**src/rtl/fpa_pkg.sv**
```systemverilog
package fpa_pkg;
   // Default field widths of the operand format
   localparam int unsigned FPA_EW_DEF  = 8;
   localparam int unsigned FPA_MW_DEF  = 16;
   // Number of register-separated segments, equal to the latency in cycles
   localparam int unsigned FPA_STAGES  = 4;
endpackage

```
**src/rtl/fpa_seg_cmp.sv**
```systemverilog
// Segment 1: exponent comparison and operand ordering
module fpa_seg_cmp #(
   parameter int unsigned EW = 8,
   parameter int unsigned MW = 16
) (
   input  logic          clk,
   input  logic          rst_n,
   input  logic          in_valid,
   input  logic          in_sub,
   input  logic          a_sign,
   input  logic [EW-1:0] a_exp,
   input  logic [MW-1:0] a_man,
   input  logic          b_sign,
   input  logic [EW-1:0] b_exp,
   input  logic [MW-1:0] b_man,
   output logic          c_valid,
   output logic          c_big_sign,
   output logic [EW-1:0] c_big_exp,
   output logic [MW-1:0] c_big_man,
   output logic          c_sml_sign,
   output logic [MW-1:0] c_sml_man,
   output logic [EW-1:0] c_diff
);
   logic          b_eff_sign;
   logic          swap;
   logic [EW-1:0] diff_n;

   always_comb begin
      b_eff_sign = b_sign ^ in_sub;
      swap       = (b_exp > a_exp);
      diff_n     = swap ? (b_exp - a_exp) : (a_exp - b_exp);
   end

   always_ff @(posedge clk or negedge rst_n) begin
      if (!rst_n) begin
         c_valid    <= 1'b0;
         c_big_sign <= 1'b0;
         c_big_exp  <= '0;
         c_big_man  <= '0;
         c_sml_sign <= 1'b0;
         c_sml_man  <= '0;
         c_diff     <= '0;
      end else begin
         c_valid    <= in_valid;
         c_big_sign <= swap ? b_eff_sign : a_sign;
         c_big_exp  <= swap ? b_exp      : a_exp;
         c_big_man  <= swap ? b_man      : a_man;
         c_sml_sign <= swap ? a_sign     : b_eff_sign;
         c_sml_man  <= swap ? a_man      : b_man;
         c_diff     <= diff_n;
      end
   end
endmodule

```
**src/rtl/fpa_seg_align.sv**
```systemverilog
// Segment 2: right shift of the smaller-exponent mantissa
module fpa_seg_align #(
   parameter int unsigned EW = 8,
   parameter int unsigned MW = 16
) (
   input  logic          clk,
   input  logic          rst_n,
   input  logic          c_valid,
   input  logic          c_big_sign,
   input  logic [EW-1:0] c_big_exp,
   input  logic [MW-1:0] c_big_man,
   input  logic          c_sml_sign,
   input  logic [MW-1:0] c_sml_man,
   input  logic [EW-1:0] c_diff,
   output logic          l_valid,
   output logic          l_big_sign,
   output logic          l_sml_sign,
   output logic [EW-1:0] l_exp,
   output logic [MW-1:0] l_big_man,
   output logic [MW-1:0] l_sml_man
);
   localparam longint unsigned DIFF_MAX = (64'd1 << EW) - 64'd1;

   logic [MW-1:0] aligned;

   generate
      if (DIFF_MAX >= MW) begin : g_clip
         // The difference can reach the width: clear the operand explicitly
         assign aligned = (c_diff >= EW'(MW)) ? '0 : (c_sml_man >> c_diff);
      end else begin : g_plain
         // The difference never reaches the width: a plain shift suffices
         assign aligned = c_sml_man >> c_diff;
      end
   endgenerate

   always_ff @(posedge clk or negedge rst_n) begin
      if (!rst_n) begin
         l_valid    <= 1'b0;
         l_big_sign <= 1'b0;
         l_sml_sign <= 1'b0;
         l_exp      <= '0;
         l_big_man  <= '0;
         l_sml_man  <= '0;
      end else begin
         l_valid    <= c_valid;
         l_big_sign <= c_big_sign;
         l_sml_sign <= c_sml_sign;
         l_exp      <= c_big_exp;
         l_big_man  <= c_big_man;
         l_sml_man  <= aligned;
      end
   end
endmodule

```
**src/rtl/fpa_seg_addsub.sv**
```systemverilog
// Segment 3: signed-magnitude combination of the aligned mantissas
module fpa_seg_addsub #(
   parameter int unsigned EW = 8,
   parameter int unsigned MW = 16
) (
   input  logic          clk,
   input  logic          rst_n,
   input  logic          l_valid,
   input  logic          l_big_sign,
   input  logic          l_sml_sign,
   input  logic [EW-1:0] l_exp,
   input  logic [MW-1:0] l_big_man,
   input  logic [MW-1:0] l_sml_man,
   output logic          s_valid,
   output logic          s_sign,
   output logic [EW-1:0] s_exp,
   output logic [MW:0]   s_sum
);
   logic        same_sign;
   logic        big_ge;
   logic [MW:0] sum_n;
   logic        sign_n;

   always_comb begin
      same_sign = (l_big_sign == l_sml_sign);
      big_ge    = (l_big_man >= l_sml_man);
      if (same_sign) begin
         sum_n  = {1'b0, l_big_man} + {1'b0, l_sml_man};
         sign_n = l_big_sign;
      end else if (big_ge) begin
         sum_n  = {1'b0, l_big_man} - {1'b0, l_sml_man};
         sign_n = l_big_sign;
      end else begin
         sum_n  = {1'b0, l_sml_man} - {1'b0, l_big_man};
         sign_n = l_sml_sign;
      end
   end

   always_ff @(posedge clk or negedge rst_n) begin
      if (!rst_n) begin
         s_valid <= 1'b0;
         s_sign  <= 1'b0;
         s_exp   <= '0;
         s_sum   <= '0;
      end else begin
         s_valid <= l_valid;
         s_sign  <= sign_n;
         s_exp   <= l_exp;
         s_sum   <= sum_n;
      end
   end
endmodule

```
**src/rtl/fpa_seg_norm.sv**
```systemverilog
// Segment 4: normalization, saturation and flush to zero
module fpa_seg_norm #(
   parameter int unsigned EW = 8,
   parameter int unsigned MW = 16
) (
   input  logic          clk,
   input  logic          rst_n,
   input  logic          s_valid,
   input  logic          s_sign,
   input  logic [EW-1:0] s_exp,
   input  logic [MW:0]   s_sum,
   output logic          out_valid,
   output logic          out_sign,
   output logic [EW-1:0] out_exp,
   output logic [MW-1:0] out_man
);
   localparam int unsigned LZW = $clog2(MW + 1);
   localparam int unsigned CW  = ((EW > LZW) ? EW : LZW) + 1;

   logic [LZW-1:0] lz;
   logic [CW-1:0]  lz_w;
   logic [CW-1:0]  e_w;
   logic           n_sign;
   logic [EW-1:0]  n_exp;
   logic [MW-1:0]  n_man;

   // Leading-zero count of the lower MW bits; the highest set bit wins
   always_comb begin
      lz = LZW'(MW);
      for (int i = 0; i < MW; i++) begin
         if (s_sum[i]) lz = LZW'(MW - 1 - i);
      end
      lz_w = CW'(lz);
      e_w  = CW'(s_exp);
   end

   always_comb begin
      n_sign = s_sign;
      n_exp  = s_exp;
      n_man  = s_sum[MW-1:0];
      if (s_sum == '0) begin
         n_sign = 1'b0;
         n_exp  = '0;
         n_man  = '0;
      end else if (s_sum[MW]) begin
         if (s_exp == '1) begin
            n_exp = '1;
            n_man = '1;
         end else begin
            n_exp = s_exp + 1'b1;
            n_man = s_sum[MW:1];
         end
      end else if (lz_w > e_w) begin
         n_sign = 1'b0;
         n_exp  = '0;
         n_man  = '0;
      end else begin
         n_exp = EW'(e_w - lz_w);
         n_man = s_sum[MW-1:0] << lz;
      end
   end

   always_ff @(posedge clk or negedge rst_n) begin
      if (!rst_n) begin
         out_valid <= 1'b0;
         out_sign  <= 1'b0;
         out_exp   <= '0;
         out_man   <= '0;
      end else begin
         out_valid <= s_valid;
         out_sign  <= n_sign;
         out_exp   <= n_exp;
         out_man   <= n_man;
      end
   end
endmodule

```
**src/rtl/fpa_pipe_adder.sv**
```systemverilog
// Four-segment pipelined floating-point adder/subtractor
module fpa_pipe_adder #(
   parameter int unsigned EW = fpa_pkg::FPA_EW_DEF,
   parameter int unsigned MW = fpa_pkg::FPA_MW_DEF
) (
   input  logic          clk,
   input  logic          rst_n,
   input  logic          in_valid,
   input  logic          in_sub,
   input  logic          a_sign,
   input  logic [EW-1:0] a_exp,
   input  logic [MW-1:0] a_man,
   input  logic          b_sign,
   input  logic [EW-1:0] b_exp,
   input  logic [MW-1:0] b_man,
   output logic          out_valid,
   output logic          out_sign,
   output logic [EW-1:0] out_exp,
   output logic [MW-1:0] out_man
);
   generate
      if (EW < 2 || EW > 16) begin : g_bad_ew
         $error("fpa_pipe_adder: EW must lie in 2..16");
      end
      if (MW < 2 || MW > 64) begin : g_bad_mw
         $error("fpa_pipe_adder: MW must lie in 2..64");
      end
   endgenerate

   logic          c_valid, c_big_sign, c_sml_sign;
   logic [EW-1:0] c_big_exp, c_diff;
   logic [MW-1:0] c_big_man, c_sml_man;

   logic          l_valid, l_big_sign, l_sml_sign;
   logic [EW-1:0] l_exp;
   logic [MW-1:0] l_big_man, l_sml_man;

   logic          s_valid, s_sign;
   logic [EW-1:0] s_exp;
   logic [MW:0]   s_sum;

   fpa_seg_cmp #(.EW(EW), .MW(MW)) u_cmp (
      .clk(clk), .rst_n(rst_n),
      .in_valid(in_valid), .in_sub(in_sub),
      .a_sign(a_sign), .a_exp(a_exp), .a_man(a_man),
      .b_sign(b_sign), .b_exp(b_exp), .b_man(b_man),
      .c_valid(c_valid), .c_big_sign(c_big_sign), .c_big_exp(c_big_exp),
      .c_big_man(c_big_man), .c_sml_sign(c_sml_sign), .c_sml_man(c_sml_man),
      .c_diff(c_diff)
   );

   fpa_seg_align #(.EW(EW), .MW(MW)) u_align (
      .clk(clk), .rst_n(rst_n),
      .c_valid(c_valid), .c_big_sign(c_big_sign), .c_big_exp(c_big_exp),
      .c_big_man(c_big_man), .c_sml_sign(c_sml_sign), .c_sml_man(c_sml_man),
      .c_diff(c_diff),
      .l_valid(l_valid), .l_big_sign(l_big_sign), .l_sml_sign(l_sml_sign),
      .l_exp(l_exp), .l_big_man(l_big_man), .l_sml_man(l_sml_man)
   );

   fpa_seg_addsub #(.EW(EW), .MW(MW)) u_addsub (
      .clk(clk), .rst_n(rst_n),
      .l_valid(l_valid), .l_big_sign(l_big_sign), .l_sml_sign(l_sml_sign),
      .l_exp(l_exp), .l_big_man(l_big_man), .l_sml_man(l_sml_man),
      .s_valid(s_valid), .s_sign(s_sign), .s_exp(s_exp), .s_sum(s_sum)
   );

   fpa_seg_norm #(.EW(EW), .MW(MW)) u_norm (
      .clk(clk), .rst_n(rst_n),
      .s_valid(s_valid), .s_sign(s_sign), .s_exp(s_exp), .s_sum(s_sum),
      .out_valid(out_valid), .out_sign(out_sign),
      .out_exp(out_exp), .out_man(out_man)
   );
endmodule

```
**config.mk**
```make
export PLATFORM = sky130hd
export DESIGN_NAME = fpa_pipe_adder
export DESIGN_NICKNAME = d
export VERILOG_FILES = /design/src/rtl/fpa_pkg.sv /design/src/rtl/fpa_seg_cmp.sv /design/src/rtl/fpa_seg_align.sv /design/src/rtl/fpa_seg_addsub.sv /design/src/rtl/fpa_seg_norm.sv /design/src/rtl/fpa_pipe_adder.sv
export SDC_FILE = /design/constraint.sdc
export NUM_CORES = 1
export LEC_CHECK = 0
export BUFFER_PORTS_ARGS = -buffer_cell sky130_fd_sc_hd__buf_2
export CORE_MARGIN = 1
export CORE_UTILIZATION = 45
export DETAILED_ROUTE_END_ITERATION = 7
export RECOVER_POWER = 50
export SYNTH_ARGS = -nofsm -noshare
export SYNTH_HDL_FRONTEND = slang
export SYNTH_SLANG_ARGS = --single-unit
```
**constraint.sdc**
```tcl
create_clock -name clk -period 4.77 [get_ports clk]
set_clock_uncertainty 0.1 [all_clocks]
set_input_delay 0.2385 -clock clk [delete_from_list [all_inputs] [get_ports clk]]
set_output_delay 0.2385 -clock clk [all_outputs]
set_load 0.005 [all_outputs]
```
==> metrics.yaml <==
synthesis:
  synth.top_cell.area_share_pct: 39.7
  synthCells: 972
  async_flop_share_pct: 100
  seq_area_frac_synth_pct: 39.7
  synth-edff-count: 0
  ys_ff_latch: 147
  avgSynthCellArea_um2: 9.53
  synth.area.top_cells: "dfrtp_1 (40%), ha_1 (9.5%), mux2_2 (5.5%), mux2i_1 (4.9%), a21oi_1 (3.7%)"
  synth-simple-area-share_pct: 13.3
  synthMuxAreaShare_pct: 11.0
  synth_nets: 1102
  synthAdderAreaFrac_pct: 10.8
  synth_top_family_by_area: "compound AO/OA/AOI/OAI gates"
  synthesis.area_um2: 9260
  synth_top_cell_by_area: "dfrtp_1"
  synth_compound_area_share_pct: 16.6
  yosys_warnings: 0
  synth_xor_area_share_pct: 2.84
  synth_cell_types: 75
  synth-main-ff-cell: "dfrtp_1"
setup_path:
  crit_chain: "nand2b_1, a221o_1, a221oi_1, a221o_1, ha_1, inv_1, fa_1, a21o_1, a21oi_1, o21ai_1, or3_1, a21oi_1, inv_1, o21ai_0, a211oi_1"
  worstPathMaxFanout: 7
  cp_top_family: "compound AO/OA/AOI/OAI gates"
  cp.arrival_ns: 4.22
  cp_data_required_time_ns: 4.97
  cpPeakStageDelay_ns: 0.42
  cp-end-kind: "flip-flop"
  start_kind: "flip-flop"
  slowest_stage: "dfrtp_1"
  critPathKind: "reg -> reg"
  cp_num_buf_inv: 2
outcome:
  status: "finished with violations"
  violations: "DRC, capacitance limit, slew limit"
routing:
  first_pass_iters: 7
  wl_per_cell_um: 15.6
  routed-via-count: 7296
  dr.first_iter.drc_count: 326
  drc: 1
  dr_wl_met3_um: 655
  dr_wl_met2_um: 10500
  wl_met1_um: 9730
  top_layer: "met4"
  drt_wl_total_um: 21300
  detail_route.vias_per_cell: 5.34
  drtAntennaViolNets: 0
cells_and_area:
  syn2layout_area_growth_pct: 18.6
  final.fill_count: 1864
  fin_util_pct: 54.3
  seqCellArea_um2: 3680
  nNetsFinal: 1213
  insertedDiodeCount: 0
  drive_gt1_share_pct: 15.1
  multi_input_area_um2: 5070
place:
  pre_cts_ws_ns: 0.752
  globalplace.congestion: 0.902
  dp_hpwl_um: 15400
  io_buffers: 79
sta:
  tightest_slew_ns: 2.50
  max_freq_mhz: 249
  min_period_ns: 4.02
  fin_hold_ws_ns: 0.0212
  slew_headroom_pct: -66.4
  setup_violations: 0
  tns_ns: 0
  period_share_pct: 84.2
  rsz0062_at_grt: "no"
  slew_violations: 107
  finalHoldViolations: 0
  setup_slack_ns: 0.751
global_routing:
  grt_pass1_wl_um: 35900
  grt_pass1_vias: 7230
  grt_usage_pct: 21.1
  grt_max_degree: 107
  grt-ovfl-total: 0
  antenna_found_initial: 0
power_and_ir_drop:
  vdd_ir_drop_max_mv: 0.268
  powerDensity_nw_per_um2: 460
  total_power_mw: 5.05
  p_leak_nw: 5.04
clock_tree:
  htree_levels: 4
  clk_path_buf_depth: 2
  clkTransAtPathRegs_ns: 0.07
  cts-root-buf: "clkbuf_16"
  cts.sinks: 147
  cts_tree: "built"
  clock_latency_ns: 0.42
  cts_buffers: 17
  post-cts-setup-buffers: 0
floorplan:
  die_y_um: 145
  core_um2: 20200
  io_pins: 80
  start_util_pct: 45.8
  dieArea_um2: 21200
  die_x_um: 145
  num_rows: 52
job:
  max_cap_viol_count: 1
worst_hold_path:
  hold_class: "in -> reg"
-- final cells by class --
class	count	share of cell area [%]
Sequential cell	147	33.5
Multi-Input combinational cell	695	46.2
Tap cell	270	3.08
Clock inverter	13	1.50
Timing Repair Buffer	140	8.99
Clock buffer	19	3.94
Inverter	82	2.80
-- state kept, by name, indices dropped and copies added (netlist names), 8 cells and up --
register / count
u_cmp.c_sml_man: 16
u_norm.out_man: 16
u_norm.out_exp: 8
u_addsub.s_exp: 8
u_cmp.c_big_man: 16
u_align.l_big_man: 16
u_cmp.c_big_exp: 8
u_align.l_exp: 8
u_addsub.s_sum: 17
u_align.l_sml_man: 16
u_cmp.c_diff: 8
-- routing by layer --
metal | up-vias | global-route usage, %
met1 | 3452 | 27.1
met3 | 36 | 3.23
met5 | - | 0
met2 | 174 | 36.1
li1 | 3634 | -
met4 | 0 | 7.95
-- worst min-delay path, stage by stage --
cell and delay (ns):
buf_2 0.11, inv_1 0.06, o21ai_0 0.08
-- layout by cell type, fill, tap and decap left out, types with 5 or more instances in the layout --
| master | count |
|---|---|
| xnor2_1 | 19 |
| clkbuf_16 | 17 |
| nor2b_1 | 16 |
| mux2_2 | 45 |
| xor2_1 | 9 |
| inv_1 | 80 |
| dlygate4sd3_1 | 58 |
| nand4_1 | 7 |
| buf_2 | 69 |
| nor3_1 | 22 |
| a21oi_1 | 69 |
| or3_1 | 9 |
| nand2_1 | 61 |
| o21a_1 | 5 |
| o21ai_0 | 44 |
| o21ai_1 | 7 |
| fa_1 | 6 |
| mux2i_1 | 45 |
| o22ai_1 | 10 |
| clkbuf_1 | 11 |
| nand3_1 | 10 |
| a21o_1 | 8 |
| ha_1 | 70 |
| o22a_1 | 7 |
| a211oi_1 | 16 |
| nor2_1 | 90 |
| a31oi_1 | 13 |
| nand2b_1 | 16 |
| dfrtp_1 | 147 |
-- report_power, final --
group	internal (mW)	switching [mW]	total [mW]
clock network	0.792	0.570	1.36
registers	1.52	0.265	1.78
logic	0.865	1.04	1.91
-- synthesized netlist by cell type, types with 5 or more instances --
master,n
o22ai_1,10
fa_1,6
a21oi_1,69
o22a_1,7
clkbuf_1,25
or3_1,9
buf_2,15
nand4_1,7
a31oi_1,13
o21ai_1,7
nor3_1,22
mux2i_1,45
dfrtp_1,147
mux2_2,45
o21ai_0,45
inv_1,80
nand2_1,61
nand3_1,10
nor2_1,91
ha_1,70
o21a_1,5
a211oi_1,16
a21o_1,8
xnor2_1,20
xor2_1,10
nand2b_1,16
nor2b_1,16
-- metrics by stage --
stage | cell area (µm²) | instances
5_1_grt | 11000 | 1366
3_3_place_gp | 9820 | 1276
4_1_cts | 11000 | 1366
6_report | 11000 | 1366
2_1_floorplan | 9260 | 972
3_5_place_dp | 9820 | 1276
-- cells by family after synthesis --
kind of cell | count (synthesis)
compound gates | 236
simple gates | 259
fa+ha+maj | 76
xor+xnor | 30
flops | 147
buf+inv | 130
mux | 94
-- worst paths after layout --
check	end	slack, ns	startpoint	cells past startpoint
max	u_norm.out_man[9]	0.75	u_addsub.s_sum[1]	15
min	u_cmp.c_big_exp[4]	0.02	b_exp[4]	3
max reg2reg	u_norm.out_man[9]	0.75	u_addsub.s_sum[1]	15
min reg2reg	u_addsub.s_exp[4]	0.25	u_align.l_exp[4]	0
max in group asynchronous	u_cmp.c_sml_man[12]	1.91	rst_n	3
min in group asynchronous	u_norm.out_man[1]	0.99	rst_n	2
-- timing repair --
action,4_1_cts,5_1_grt
resized for setup,0,0
hold endpoints to repair,146,0
hold buffers,58,0
Power figures use the tool's default switching activity.
